File: src/rtl/gpio_irq_pkg.sv
package gpio_irq_pkg;
  localparam int BUS_W   = 32;
  localparam int ADDR_W  = 7;
  localparam int OFS_W   = 6;
  localparam int BLK_BIT = ADDR_W - 1;

  // pin block offsets
  localparam logic [OFS_W-1:0] OFS_PIN_IN   = 6'h00;
  localparam logic [OFS_W-1:0] OFS_PIN_OUT  = 6'h04;
  localparam logic [OFS_W-1:0] OFS_PIN_OE   = 6'h08;
  localparam logic [OFS_W-1:0] OFS_LVL_POL  = 6'h10;
  localparam logic [OFS_W-1:0] OFS_LVL_MSK  = 6'h14;
  localparam logic [OFS_W-1:0] OFS_EVT      = 6'h18;
  localparam logic [OFS_W-1:0] OFS_EVT_MSK  = 6'h1C;
  localparam logic [OFS_W-1:0] OFS_EDGE_SEL = 6'h24;
  // summary block offsets
  localparam logic [OFS_W-1:0] OFS_SUM_STAT = 6'h20;
  localparam logic [OFS_W-1:0] OFS_SUM_EN   = 6'h24;
endpackage

File: src/rtl/gpio_pin_sync.sv
module gpio_pin_sync (
  input  logic clk,
  input  logic rst_n,
  input  logic d,
  output logic q,
  output logic rise,
  output logic fall
);
  logic meta, stab, prev;

  always_ff @(posedge clk or negedge rst_n) begin
    if (!rst_n) begin
      meta <= 1'b0;
      stab <= 1'b0;
      prev <= 1'b0;
    end else begin
      meta <= d;
      stab <= meta;
      prev <= stab;
    end
  end

  assign q    = stab;
  assign rise = stab & ~prev;
  assign fall = ~stab & prev;
endmodule

File: src/rtl/gpio_edge_latch.sv
module gpio_edge_latch #(
  parameter int WIDTH = 32
) (
  input  logic             clk,
  input  logic             rst_n,
  input  logic [WIDTH-1:0] rise,
  input  logic [WIDTH-1:0] fall,
  input  logic [WIDTH-1:0] edge_sel,
  input  logic [WIDTH-1:0] clr,
  output logic [WIDTH-1:0] evt
);
  logic [WIDTH-1:0] hit;

  // sel 0 -> rising, 1 -> falling
  assign hit = (~edge_sel & rise) | (edge_sel & fall);

  always_ff @(posedge clk or negedge rst_n) begin
    if (!rst_n) evt <= '0;
    else        evt <= (evt & ~clr) | hit;  // a fresh edge beats the clear
  end
endmodule

File: src/rtl/gpio_bus_port.sv
module gpio_bus_port #(
  parameter int DW = 32
) (
  input  logic          clk,
  input  logic          rst_n,
  input  logic          req_valid,
  input  logic          req_write,
  input  logic [DW-1:0] rd_word,
  output logic          req_ready,
  output logic          fire,
  output logic          rsp_valid,
  input  logic          rsp_ready,
  output logic [DW-1:0] rsp_rdata
);
  assign req_ready = !rsp_valid || rsp_ready;
  assign fire      = req_valid && req_ready;

  always_ff @(posedge clk or negedge rst_n) begin
    if (!rst_n) begin
      rsp_valid <= 1'b0;
      rsp_rdata <= '0;
    end else if (fire) begin
      rsp_valid <= 1'b1;
      rsp_rdata <= req_write ? '0 : rd_word;
    end else if (rsp_ready) begin
      rsp_valid <= 1'b0;
    end
  end
endmodule

File: src/rtl/gpio_irq_bank.sv
module gpio_irq_bank
  import gpio_irq_pkg::*;
#(
  parameter int NUM_PINS = 32
) (
  input  logic                clk,
  input  logic                rst_n,
  input  logic [NUM_PINS-1:0] pin_in,
  output logic [NUM_PINS-1:0] pin_out,
  output logic [NUM_PINS-1:0] pin_oe,
  input  logic                req_valid,
  output logic                req_ready,
  input  logic                req_write,
  input  logic [ADDR_W-1:0]   req_addr,
  input  logic [BUS_W-1:0]    req_wdata,
  output logic                rsp_valid,
  input  logic                rsp_ready,
  output logic [BUS_W-1:0]    rsp_rdata,
  output logic                irq
);
  localparam int NP = NUM_PINS;

  logic             fire, wr_fire, sum_blk;
  logic [OFS_W-1:0] ofs;
  logic [BUS_W-1:0] rd_word;
  logic [NP-1:0]    pin_sync, rise, fall;
  logic [NP-1:0]    lvl_pol, lvl_msk, evt_msk, edge_sel, evt, evt_clr;
  logic [NP-1:0]    lvl_src, edge_src, pin_src;
  logic             irq_en, src_any;
  logic             wr_out, wr_oe, wr_lpol, wr_lmsk, wr_evt, wr_emsk, wr_esel, wr_en;

  gpio_bus_port #(.DW(BUS_W)) u_port (
    .clk, .rst_n, .req_valid, .req_write, .rd_word,
    .req_ready, .fire, .rsp_valid, .rsp_ready, .rsp_rdata
  );

  for (genvar i = 0; i < NP; i++) begin : g_sync
    gpio_pin_sync u_sync (
      .clk, .rst_n, .d(pin_in[i]), .q(pin_sync[i]), .rise(rise[i]), .fall(fall[i])
    );
  end

  assign sum_blk = req_addr[BLK_BIT];
  assign ofs     = req_addr[OFS_W-1:0];
  assign wr_fire = fire && req_write;

  always_comb begin
    wr_out  = wr_fire && !sum_blk && ofs == OFS_PIN_OUT;
    wr_oe   = wr_fire && !sum_blk && ofs == OFS_PIN_OE;
    wr_lpol = wr_fire && !sum_blk && ofs == OFS_LVL_POL;
    wr_lmsk = wr_fire && !sum_blk && ofs == OFS_LVL_MSK;
    wr_evt  = wr_fire && !sum_blk && ofs == OFS_EVT;
    wr_emsk = wr_fire && !sum_blk && ofs == OFS_EVT_MSK;
    wr_esel = wr_fire && !sum_blk && ofs == OFS_EDGE_SEL;
    wr_en   = wr_fire &&  sum_blk && ofs == OFS_SUM_EN;
  end

  always_ff @(posedge clk or negedge rst_n) begin
    if (!rst_n) begin
      pin_out  <= '0;
      pin_oe   <= '0;
      lvl_pol  <= '0;
      lvl_msk  <= '0;
      evt_msk  <= '0;
      edge_sel <= '0;
      irq_en   <= 1'b0;
    end else begin
      if (wr_out)  pin_out  <= req_wdata[NP-1:0];
      if (wr_oe)   pin_oe   <= req_wdata[NP-1:0];
      if (wr_lpol) lvl_pol  <= req_wdata[NP-1:0];
      if (wr_lmsk) lvl_msk  <= req_wdata[NP-1:0];
      if (wr_emsk) evt_msk  <= req_wdata[NP-1:0];
      if (wr_esel) edge_sel <= req_wdata[NP-1:0];
      if (wr_en)   irq_en   <= req_wdata[0];
    end
  end

  assign evt_clr = wr_evt ? req_wdata[NP-1:0] : '0;

  gpio_edge_latch #(.WIDTH(NP)) u_evt (
    .clk, .rst_n, .rise, .fall, .edge_sel, .clr(evt_clr), .evt
  );

  assign lvl_src  = (pin_sync ^ lvl_pol) & lvl_msk;
  assign edge_src = evt & evt_msk;
  assign pin_src  = lvl_src | edge_src;
  assign src_any  = |pin_src;
  assign irq      = src_any & irq_en;

  always_comb begin
    rd_word = '0;
    if (!sum_blk) begin
      case (ofs)
        OFS_PIN_IN:   rd_word[NP-1:0] = pin_sync;
        OFS_PIN_OUT:  rd_word[NP-1:0] = pin_out;
        OFS_PIN_OE:   rd_word[NP-1:0] = pin_oe;
        OFS_LVL_POL:  rd_word[NP-1:0] = lvl_pol;
        OFS_LVL_MSK:  rd_word[NP-1:0] = lvl_msk;
        OFS_EVT:      rd_word[NP-1:0] = evt;
        OFS_EVT_MSK:  rd_word[NP-1:0] = evt_msk;
        OFS_EDGE_SEL: rd_word[NP-1:0] = edge_sel;
        default:      rd_word = '0;
      endcase
    end else begin
      case (ofs)
        OFS_SUM_STAT: rd_word[0] = src_any;
        OFS_SUM_EN:   rd_word[0] = irq_en;
        default:      rd_word = '0;
      endcase
    end
  end
endmodule


File: config.mk
export PLATFORM = sky130hd
export DESIGN_NAME = gpio_irq_bank
export DESIGN_NICKNAME = d
export VERILOG_FILES = /design/src/rtl/gpio_irq_pkg.sv /design/src/rtl/gpio_pin_sync.sv /design/src/rtl/gpio_edge_latch.sv /design/src/rtl/gpio_bus_port.sv /design/src/rtl/gpio_irq_bank.sv
export SDC_FILE = /design/constraint.sdc
export NUM_CORES = 1
export LEC_CHECK = 0
export BUFFER_PORTS_ARGS = -buffer_cell sky130_fd_sc_hd__buf_4
export CAP_MARGIN = 40
export CORE_MARGIN = 3
export CORE_UTILIZATION = 25
export DETAILED_ROUTE_END_ITERATION = 10
export HOLD_SLACK_MARGIN = 0.08
export PLACE_DENSITY_LB_ADDON = 0.1
export SKIP_CTS_REPAIR_TIMING = 1
export SYNTH_ARGS = -nofsm -noshare
export SYNTH_HDL_FRONTEND = slang
export SYNTH_HIERARCHICAL = 1
export SYNTH_SLANG_ARGS = --single-unit
export TNS_END_PERCENT = 10
File: constraint.sdc
create_clock -name clk -period 4.1 [get_ports clk]
set_clock_uncertainty 0.1 [all_clocks]
set_input_delay 0 -clock clk [delete_from_list [all_inputs] [get_ports clk]]
set_output_delay 0 -clock clk [all_outputs]
set_load 0.02 [all_outputs]
# Yosys cells after proc, flatten, opt, wreduce, memory -nomap -nowiden
# Index checks and enable logic that the tools add are counted.
# totals
register_bits,354
in_bits,76
output_inout_bits,99
elab_cells,279
# op_classes
n_eq_ne,8
mux,7
bitwise_logic,140
n_reduce_logical,18
# op_table
operator,n
$pmux 32 s8,1
$and 32x32->32,5
$mux 32,3
$or 32x32->32,3
$and 1x1->1,65
$not 1->1,64
$not 32->32,2
$reduce_or 32->1,1
$xor 32x32->32,1
$eq 6x5->1 const B,4
$eq 6x6->1 const B,2
$logic_and 1x1->1,12
$eq 6x3->1 const B,1
$eq 6x4->1 const B,1
$logic_not 6->1,1
$logic_not 1->1,2
$mux 1,2
$pmux 1 s2,1
$reduce_bool 2->1,1
$logic_or 1x1->1,1

# Depth between registers and ports, before layout
# Gate-level depths: netlist of the first run.
# logic_depth
depth_word,10
mapped_depth,9
ltp_nobuf,8

# Hierarchy
# The synthesis of the first run kept the hierarchy.
# modules_own_cells
mod,n_inst,cells_per_inst,area_per_inst_um2,seq_area_each_um2
gpio_irq_bank,1,742,9579.2,4829.6
gpio_pin_sync,32,5,90.1,75.1
gpio_bus_port,1,107,1579.0,825.8
gpio_edge_latch,1,128,1401.3,800.8

# Worst setup path before layout of the first run
# No wires, ideal clock.
# synth_timing
path_type,register -> register
start,reg u_port.rsp_valid
end,reg edge_sel[10]
setup_time_ns,0.125
t_arrival_ns,2.140
required_ns,3.875
setup_slack_ns,1.736
stages_incl_launch_ff,10
n_path_buf,2
cell_sequence,dfrtp_1 -> nand2b_4 -> nand2_4 -> buf_6 -> inv_1 -> nand2_1 -> nor2_1 -> nand2_1 -> buf_1 -> mux2_2
# synth_between
elab_chain_len,6
# synth_rtl
element,line_no,text
start: declaration,gpio_bus_port.sv:11,"output logic rsp_valid,"
start signal: assignment,gpio_bus_port.sv:20,rsp_valid <= 1'b0;
start signal: assignment,gpio_bus_port.sv:23,rsp_valid <= 1'b1;
start signal: assignment,gpio_bus_port.sv:26,rsp_valid <= 1'b0;
$logic_not 1->1,gpio_bus_port.sv:15,assign req_ready = !rsp_valid || rsp_ready;
$logic_or 1x1->1,gpio_bus_port.sv:15,
net req_ready,gpio_irq_bank.sv:12,"output logic req_ready,"
$logic_and 1x1->1,gpio_bus_port.sv:16,assign fire = req_valid && req_ready;
net fire,gpio_irq_bank.sv:23,"logic fire, wr_fire, sum_blk;"
$logic_and 1x1->1,gpio_irq_bank.sv:45,assign wr_fire = fire && req_write;
$logic_and 1x1->1 (2 in series),gpio_irq_bank.sv:54,wr_esel = wr_fire && !sum_blk && ofs == OFS_EDGE_SEL;
end signal: assignment,gpio_irq_bank.sv:73,if (wr_esel) edge_sel <= req_wdata[NP-1:0];
end: declaration,gpio_irq_bank.sv:27,"logic [NP-1:0] lvl_pol, lvl_msk, evt_msk, edge_sel, evt, evt_clr;"
# The timed path passes the listed nets, and every way through them passes these cells.
# A chain may end at the register's enable or synchronous reset.

# Final worst setup path of the first run
# layout_timing
start,reg u_evt.evt[6]
end,out irq
# layout_between
elab_chain_len,4
# layout_rtl
element,line_no,text
start: declaration,gpio_edge_latch.sv:10,output logic [WIDTH-1:0] evt
start signal: assignment,gpio_edge_latch.sv:19,else evt <= (evt & ~clr) | hit;
$and 32x32->32,gpio_irq_bank.sv:85,assign edge_src = evt & evt_msk;
$or 32x32->32,gpio_irq_bank.sv:86,assign pin_src = lvl_src | edge_src;
$reduce_or 32->1,gpio_irq_bank.sv:87,assign src_any = |pin_src;
$and 1x1->1,gpio_irq_bank.sv:88,assign irq = src_any & irq_en;
end: declaration,gpio_irq_bank.sv:19,output logic irq
# No other way between the ends.

==> flow_summary_export.csv, run 1 <==
group,metric,value,unit
yosys,ys_types,41,
sta,setup_viol,0,
cts,clockBufferDepth,3,
setup_path,worstPathRequired,4.00,ns
yosys,synthTopCellsByArea,"dfrtp_1 (57%), mux2_2 (12%), a22oi_1 (4.0%), mux2_4 (2.8%), nor2b_1 (2.6%)",
die,fp.dieW,255,microns
cts,cts_tree,"done",
pwr,leakagePower,9.62,nW
setup_path,path_common_cell,"nand4_1",
sta,worst_slew_pin_slew,0.842,ns
pwr,p_total,8.24,mW
yosys,ys.flop_type,"dfrtp_1",
detailed_routing,wl_per_cell,23.8,microns
setup_path,path_delay_family,"simple AND/OR/NAND/NOR gates",
yosys,synth_nets,1213,
grt,grt.total_usage,16.5,%
cts,clk_pin_slew_worst_paths,0.05,ns
grt,grt_pass1_vias,11000,
pwr,swShare,24.2,%
final_layout,post-route-util,33.4,%
setup_path,crit_path_top_delay_cell,"a221oi_1",
die,ios,175,
pwr,switchingPower,2.00,mW
placed_design,portBuffers,174,
grt,grt_pass1_wl,78000,microns
setup_path,cp_cell_sequence,"a22o_1, a221oi_1, nand4_1, nor4_1, nand4_1, and2_1, buf_4",
die,die_area,64800,sq um
die,die_h,255,microns
yosys,async_flop_share,100,%
grt,antenna_found_initial,1,
cts,clk_latency,0.58,ns
setup_path,cp_max_fo,3,
setup_path,r2r-start,"u_evt/evt[6]",
yosys,seq_area_frac_synth,57.4,%
placed_design,hpwl,35800,microns
detailed_routing,ant_nets,0,
cts,numCtsBuffers,45,
setup_path,endpoint_kind,"primary output",
setup_path,cp-start-kind,"flop",
detailed_routing,wl,53600,microns
pwr,p_comb_share,7.4,%
final_layout,drive_above_1_share,35.3,%
sta,slew-limit-headroom,43.3,%
min_path,hold_class,"input port to flop",
die,num_rows,90,
sta,fin_crit_sh,73.8,%
yosys,synth_cells,1137,
pwr,intPower,6.25,mW
pwr,power_density,407,nW/um^2
cts,htree_levels,2,
sta,grt_setup_unrepaired,"no",
final_layout,area_growth,31.3,%
setup_path,path_class,"flop to primary output",
sta,fin_crit,3.03,ns
grt,grt-ovfl-total,0,
setup_path,cp_num_buf_inv,1,
cts,cts_root_buf,"clkbuf_16",
detailed_routing,drt_iter0_markers,574,
pwr,power_frac_seq,45.2,%
die,design.core.area,60700,sq um
setup_path,max_stage_delay,0.54,ns
detailed_routing,viasPerCell,4.77,
min_path,worstHoldStart,"req_addr[3]",
status,outcome,"complete, no violations",
sta,tns,0,ns
die,initial_core_util,25.4,%
yosys,yosysTopAreaCell,"dfrtp_1",
setup_path,startpoint,"u_evt/evt[6]",
detailed_routing,num_vias,10700,
pwr,clockPowerShare,47.4,%
yosys,synth_area_per_cell,13.6,sq um
pwr,peakVddDrop,248,uV
yosys,ys_seq_elements,354,
sta,hold_violations,0,
placed_design,routabilityCongestion,0.792,
sta,fmax,330,MHz
yosys,synth_edf_count,0,
yosys,yosysTopAreaCellShare,57.4,%
yosys,ys_warn_count,6,
yosys,synth_area,15400,sq um
grt,grt_start_max_net_pins,106,
detailed_routing,dr.pass1.iters,4,
final_layout,fin_nets,1516,
run,max_cap_violations,0,
detailed_routing,route.detailed.drc,0,
setup_path,critical_path_arrival,2.93,ns
cts,cts.sinks,354,
sta,slew_viol_final,0,
[metrics by stage]
stage / hold WS (ns) / setup WS [ns] / instances / instance area, sq um
2_1_floorplan: -0.396 / 1.74 / 1137 / 15400
6_report: 0.108 / 1.07 / 2254 / 20300
5_1_grt: 0.101 / 0.935 / 2252 / 20300
3_5_place_dp: -0.0443 / 1.29 / 2070 / 17800
3_3_place_gp: -0.0457 / 1.32 / 2069 / 17700
4_1_cts: -0.656 / 1.08 / 2147 / 19200
[power by group through the flow]
stage | sequential (mW) | clock (mW) | combinational [mW]
5_1_grt | 3.74 | 4.20 | 0.668
6_report | 3.73 | 3.91 | 0.610
3_3_place_gp | 3.79 | 0 | 0.537
2_1_floorplan | 3.78 | 0 | 0.208
4_1_cts | 3.73 | 4.05 | 0.544
3_5_place_dp | 3.79 | 0 | 0.543
[cell usage after synthesis, types with 7 or more instances]
master	instances
xor2_1	32
mux2_2	161
and2b_2	32
mux2_1	35
mux2_4	29
nand2_1	9
a22oi_1	83
and3_1	33
buf_6	9
clkbuf_1	21
a22o_1	37
nor2b_1	64
dfrtp_1	354
buf_2	23
o21ai_1	32
a221oi_1	38
nand4_1	7
a31oi_1	32
inv_1	33
mux2i_1	33
[worst register-to-register path: stages (launching register included)]
cell,delay (ns)
dfrtp_1,0.42
a22o_1,0.30
a221oi_1,0.54
nand4_1,0.17
nor4_1,0.31
nand4_1,0.18
a211o_1,0.32
nor2b_1,0.12
mux2_4,0.28
[cell type report]
cell class,count,area (sq um)
clock buffer,67,1360
fill,6050,40400
sequential,354,8860
tap,782,978
inverter,33,124
timing repair buffer,316,2710
antenna,2,5.00
clock inverter,10,86.3
multi-input combinational,690,6150
[metal layers]
layer	global-route usage, %	vias up	wire, microns
met5	0	-	0
met4	4.35	0	983
met3	2.87	62	2230
met2	26.4	219	25100
met1	23.0	5650	25300
li1	-	4815	-
[placed cells by master (no fill, tap or decap), drive strengths merged, types with 2 or more instances in the layout]
master       instances
dfrtp              354
mux2               225
buf                212
dlygate4sd3        104
a22oi               83
clkbuf              67
nor2b               64
a221oi              38
a22o                37
inv                 35
mux2i               33
and3                33
a31oi               32
xor2                32
and2b               32
o21ai               32
nand2               11
nor2                 8
nand4                7
clkinv               7
nand2b               6
nor4                 5
nor3                 3
diode                2
a21oi                2
nand3b               2
[cells by family after synthesis]
| logic type | share of synthesized area (%) |
|---|---|
| simple gates | 7.86 |
| flops | 57.4 |
| xor+xnor | 1.81 |
| buf+inv | 2.97 |
| mux | 19.3 |
| compound gates | 10.7 |
[sequential cells by signal (all words and copies together), names as in the netlist]
| name | cells |
|---|---|
| edge_sel | 32 |
| evt_msk | 32 |
| g_sync.u_sync/meta | 32 |
| g_sync.u_sync/prev | 32 |
| g_sync.u_sync/q | 32 |
| irq_en | 1 |
| lvl_msk | 32 |
| lvl_pol | 32 |
| pin_oe | 32 |
| pin_out | 32 |
| u_evt/evt | 32 |
| u_port/rsp_rdata | 32 |
| u_port/rsp_valid | 1 |
[final timing paths]
| path | endpoint | slack, ns | cells after the start |
|---|---|---|---|
| worst max-delay path | irq | 1.07 | 7 |
| worst min-delay path | u_evt/evt[19] | 0.11 | 5 |
| worst max register to register | u_port/rsp_rdata[0] | 1.26 | 8 |
| worst min register to register | g_sync[26].u_sync/q | 0.24 | 0 |
| max in group asynchronous | u_port/rsp_rdata[10] | 2.78 | 4 |
| min in group asynchronous | irq_en | 0.50 | 4 |
No activity file was read; power rests on OpenSTA's default activity.
==> run 2: changes to the inputs <==
Settings changed: ABC_AREA set to 1.
Clock period 4.1 ns to 2.5 ns, I/O delays scaled along.
==> flow_summary_export.csv, run 2 <==
group,metric,value,unit
cts,htree_levels,2,
yosys,ys_warn_count,6,
die,design.core.area,63500,sq um
sta,worst_slew_pin_slew,0.807,ns
setup_path,cp_max_fo,5,
min_path,worstHoldStart,"req_addr[5]",
pwr,swShare,25.3,%
detailed_routing,dr_wl_met3,2850,microns
cts,cts.sinks,354,
sta,slew_viol_final,0,
detailed_routing,wl_met1,28700,microns
status,outcome,"complete, no violations",
sta,fin_crit,2.38,ns
cts,cts_tree,"done",
detailed_routing,viasPerCell,4.38,
pwr,power_density,643,nW/um^2
yosys,ys_types,30,
final_layout,postLayoutCellArea,21100,sq um
sta,grt_setup_unrepaired,"no",
die,die_area,67800,sq um
setup_path,r2r-start,"u_port/rsp_valid",
final_layout,layout_commonest_cell,"nand2_1",
grt,grt.total_usage,16.9,%
final_layout,drive_above_1_share,15.7,%
pwr,leakagePower,10.1,nW
detailed_routing,ant_nets,0,
detailed_routing,drt_iter0_markers,947,
detailed_routing,wl,57500,microns
grt,grt-ovfl-total,0,
pwr,intPower,10.1,mW
setup_path,startpoint,"g_sync[5].u_sync/q",
yosys,yosysTopAreaCell,"dfrtp_1",
yosys,synth_edf_count,0,
yosys,synth_nets,2090,
sta,holdWs,0.124,ns
yosys,async_flop_share,100,%
yosys,synthTopCellsByArea,"dfrtp_1 (55%), nand2_1 (15%), inv_1 (6.2%), o21ai_0 (5.6%), nor2_1 (4.4%)",
grt,grt_pass1_vias,13500,
final_layout,area_growth,30.2,%
die,fp.dieW,260,microns
grt,antenna_found_initial,1,
yosys,seq_area_frac_synth,54.7,%
grt,grt_start_max_net_pins,70,
pwr,p_comb_share,8.2,%
sta,setup_viol,0,
yosys,yosysTopAreaCellShare,54.7,%
cts,clockBufferDepth,3,
detailed_routing,route.detailed.drc,0,
cts,cts_root_buf,"clkbuf_16",
pwr,peakVddDrop,386,uV
die,num_rows,92,
placed_design,hpwl,37000,microns
detailed_routing,dr.pass1.iters,5,
setup_path,cp-start-kind,"flop",
final_layout,fin_nets,2368,
sta,hold_violations,0,
cts,clk_pin_slew_worst_paths,0.06,ns
grt,grt_pass1_wl,86700,microns
pwr,power_frac_seq,45.2,%
pwr,switchingPower,3.42,mW
min_path,hold_class,"input port to flop",
final_layout,final_cells,3170,
final_layout,post-route-util,33.2,%
yosys,synth_most_common_cell,"nand2_1",
pwr,clockPowerShare,46.6,%
cts,clk_latency,0.56,ns
setup_path,critical_path_arrival,2.28,ns
run,max_cap_violations,0,
setup_path,worstPathRequired,2.40,ns
sta,fmax,421,MHz
yosys,ys_seq_elements,354,
die,die_h,260,microns
yosys,synth_cells,2014,
setup_path,path_class,"flop to primary output",
sta,slew-limit-headroom,46.2,%
sta,tns,0,ns
placed_design,routabilityCongestion,0.783,
final_layout,n_antenna_cell,0,
detailed_routing,wl_met2,24800,microns
placed_design,portBuffers,174,
yosys,synth_area_per_cell,8.03,sq um
yosys,ys.flop_type,"dfrtp_1",
yosys,ys_top_cells_by_count,"nand2_1 (637), dfrtp_1 (354), inv_1 (269)",
detailed_routing,num_vias,13900,
placed_design,dp_cells,2984,
die,initial_core_util,25.5,%
setup_path,endpoint_kind,"primary output",
detailed_routing,top_layer_used,"met4",
die,ios,175,
placed_design,dpl_cell_area,18500,sq um
cts,numCtsBuffers,43,
detailed_routing,wl_per_cell,18.1,microns
final_layout,mostFrequentLayoutCells,"nand2_1 (635), dfrtp_1 (351), inv_1 (269)",
yosys,synth_area,16200,sq um
sta,fin_crit_sh,95.1,%
[run 2: cell types whose count changed after synthesis, moves of 64 or more]
cell,previous run,this run
inv_1,33,269
nand3_1,1,78
o21ai_0,0,181
a22oi_1,83,6
nor2b_1,64,0
nand2_1,9,637
nor2_1,6,191
mux2_2,161,0
[run 2: layout make-up]
cell class	instances	area, sq um
Fill cell	6755	42500
Sequential cell	354	8860
Multi-Input combinational cell	1309	5920
Timing Repair Buffer	313	2810
Clock buffer	63	1280
Tap cell	846	1060
Inverter	271	1020
Clock inverter	14	123
[run 2: layer usage]
metal	vias to the layer above	GRT usage, %
met5	-	0
met4	0	4.27
met2	322	25.3
met1	6650	25.2
li1	6835	-
met3	64	2.80
[run 2: path summary, 6_finish.rpt]
check	to	slack (ns)	cells past startpoint
max	irq	0.12	11
min	u_port/rsp_rdata[0]	0.12	9
max reg2reg	lvl_msk[8]	0.25	9
min reg2reg	g_sync[28].u_sync/q	0.24	0
max in group asynchronous	g_sync[0].u_sync/q	1.36	4
min in group asynchronous	g_sync[13].u_sync/meta	0.53	4
[run 2: kinds of logic (layout without fill, tap and decap cells)]
family,after synthesis,count (layout),share of synthesized area [%]
compound gates,318,318,10.2
flops,354,354,54.7
simple gates,991,991,26.1
buf+inv,351,661,8.91
[run 2: power groups by stage]
stage	sequential [mW]	clock [mW]	combinational [mW]
final	6.13	6.31	1.11
after global routing	6.16	6.78	1.25
after CTS	6.13	6.56	0.987
after detailed placement	6.24	0	0.983
after global placement	6.23	0	0.976
after floorplan	6.22	0	0.424
[run 2: worst max-delay path, stage by stage, from the launching register on]
cell     delay, ns
dfrtp_1       0.45
inv_1         0.10
nand2_1       0.06
nand3_1       0.06
nand2_1       0.12
nor2_4        0.19
nand2_1       0.11
nor2_1        0.12
nand3_2       0.15
nand2_2       0.14
inv_1         0.06
buf_4         0.15
[run 2: per-stage QoR]
| stage | power, mW | worst slack, ns |
|---|---|---|
| 6_report | 13.6 | 0.122 |
| 5_1_grt | 14.2 | 0.0105 |
| 4_1_cts | 13.7 | -0.111 |
| 3_5_place_dp | 7.22 | 0.274 |
| 3_3_place_gp | 7.21 | 0.342 |
| 2_1_floorplan | 6.65 | 0.505 |
==> run 3: changes to the inputs <==
Settings changed: ABC_CLOCK_PERIOD_IN_PS set to 2500, RECOVER_POWER set to 25.
==> flow_summary_export.csv, run 3 (same netlist as run 2, synthesis figures left out) <==
group,metric,value,unit
pwr,peakVddDrop,387,uV
setup_path,rrSetupSlack,0.26,ns
die,die_h,260,microns
placed_design,dpl_cell_area,18500,sq um
detailed_routing,wl_met2,24800,microns
sta,hold_violations,0,
placed_design,hpwl,37000,microns
setup_path,path_class,"flop to primary output",
die,die_area,67800,sq um
cts,numCtsBuffers,43,
final_layout,fill_cells,6764,
cts,htree_levels,2,
die,num_rows,92,
setup_path,cp_cell_sequence,"inv_1, nand2_1, nand3_1, nand2_1, nor2_4, nand2_1, nor2_1, nand3_2, nand2_2, inv_1, buf_4",
final_layout,mostFrequentLayoutCells,"nand2_1 (635), dfrtp_1 (352), inv_1 (269)",
cts,clk_pin_slew_worst_paths,0.06,ns
cts,cts_root_buf,"clkbuf_16",
setup_path,worstPathRequired,2.40,ns
sta,slew_viol_final,0,
pwr,power_density,645,nW/um^2
sta,fin_crit,2.35,ns
setup_path,cp_max_fo,5,
grt,antenna_found_initial,1,
setup_path,startpoint,"g_sync[5].u_sync/q",
placed_design,dp_cells,2984,
setup_path,cp-start-kind,"flop",
cts,clk_latency,0.57,ns
grt,grt_pass1_wl,86700,microns
sta,worst_slew_pin_slew,1.38,ns
setup_path,reg2reg_to,"lvl_msk[8]",
setup_path,critical_path_arrival,2.25,ns
final_layout,postLayoutCellArea,21000,sq um
detailed_routing,drt_iter0_markers,890,
pwr,power_frac_seq,45.3,%
grt,grt-ovfl-total,0,
setup_path,path_delay_family,"simple AND/OR/NAND/NOR gates",
grt,grt_pass1_vias,13500,
cts,cts.sinks,354,
setup_path,cp_num_buf_inv,3,
die,ios,175,
die,initial_core_util,25.5,%
final_layout,final_cells,3170,
status,outcome,"complete, no violations",
setup_path,r2r-start,"u_port/rsp_valid",
setup_path,crit_path_top_delay_cell,"dfrtp_1",
run,max_cap_violations,0,
pwr,p_comb_share,8.1,%
final_layout,fin_nets,2368,
setup_path,reg2reg_depth,9,
sta,fmax,425,MHz
sta,slew-limit-headroom,8.30,%
min_path,hold_path_depth,9,
pwr,clockPowerShare,46.6,%
pwr,swShare,25.3,%
detailed_routing,wl_met1,28800,microns
die,design.core.area,63500,sq um
sta,fin_crit_sh,94.1,%
cts,clockBufferDepth,3,
sta,tns,0,ns
detailed_routing,wl_per_cell,18.1,microns
setup_path,endpoint_kind,"primary output",
min_path,hold_class,"input port to flop",
die,fp.dieW,260,microns
grt,grt.total_usage,16.9,%
detailed_routing,top_layer_used,"met4",
placed_design,routabilityCongestion,0.783,
pwr,switchingPower,3.43,mW
final_layout,drive_above_1_share,15.6,%
final_layout,n_antenna_cell,0,
placed_design,pre_cts_ws,0.274,ns
final_layout,area_growth,29.9,%
detailed_routing,viasPerCell,4.36,
detailed_routing,num_vias,13800,
setup_path,max_stage_delay,0.45,ns
cts,cts_tree,"done",
final_layout,layout_commonest_cell,"nand2_1",
pwr,intPower,10.1,mW
pwr,leakagePower,10.0,nW
detailed_routing,wl,57500,microns
sta,setup_viol,0,
setup_path,endpoint,"irq",
detailed_routing,dr_wl_met3,2820,microns
final_layout,post-route-util,33.1,%
detailed_routing,dr.pass1.iters,5,
detailed_routing,route.detailed.drc,0,
setup_path,crit_cells,11,
setup_path,path_common_cell,"nand2_1",
detailed_routing,ant_nets,0,
sta,timing.final.ws_setup,0.148,ns
placed_design,portBuffers,174,
sta,grt_setup_unrepaired,"no",
grt,grt_start_max_net_pins,70,
==> run 3: cell count changes in the layout (fill, tap and decap cells not counted) <==
| cell | previous run | this run |
|---|---|---|
| buf_8 | 1 | 0 |
| clkbuf_1 | 9 | 11 |
| buf_16 | 1 | 0 |
| buf_12 | 13 | 12 |
| buf_4 | 190 | 156 |
| dfrtp_1 | 351 | 352 |
| clkbuf_4 | 0 | 34 |
| clkbuf_2 | 0 | 1 |
| dfrtp_2 | 3 | 2 |
==> run 3: worst min path at each step <==
stage | startpoint | end | slack [ns]
6_report | req_addr[5] | u_port/rsp_rdata[0] | 0.11
5_1_grt | req_addr[5] | u_port/rsp_rdata[0] | 0.16
4_1_cts | rst_n | g_sync[13].u_sync/meta | -0.75
3_5_place_dp | rst_n | g_sync[13].u_sync/meta | -0.13
3_3_place_gp | rst_n | g_sync[13].u_sync/meta | -0.13
2_1_floorplan | rst_n | edge_sel[0] | -0.40
==> run 3: routing by layer <==
layer | GRT usage, % | vias up
li1 | - | 6833
met1 | 25.2 | 6596
met2 | 25.3 | 316
met3 | 2.80 | 61
met4 | 4.27 | 0
met5 | 0 | -
==> run 3: area by class of cell <==
class | count | area (sq um) | share of cell area [%]
multi-input combinational | 1309 | 5920 | 28.1
inverter | 271 | 1020 | 4.84
sequential | 354 | 8860 | 42.2
timing repair buffer | 313 | 2760 | 13.1
clock inverter | 14 | 123 | 0.583
clock buffer | 63 | 1280 | 6.11
tap | 846 | 1060 | 5.04
==> run 3: tightest hold or removal path: cells and delay by family <==
family        cells  cell delay (ns)
buf+inv           2             0.16
simple gates      7             0.56
==> run 3: power groups by stage <==
stage               Combinational (mW)  Clock (mW)  Sequential [mW]
finish                            1.10        6.32             6.13
global route                      1.23        6.78             6.16
CTS                              0.987        6.56             6.13
detailed placement               0.983           0             6.24
global placement                 0.976           0             6.23
floorplan                        0.424           0             6.22
==> run 3: metrics by stage <==
step                hold slack, ns  power, mW
floorplan                   -0.396       6.65
global placement            -0.126       7.21
detailed placement          -0.125       7.22
CTS                         -0.748       13.7
global route                 0.157       14.2
finish                       0.114       13.5
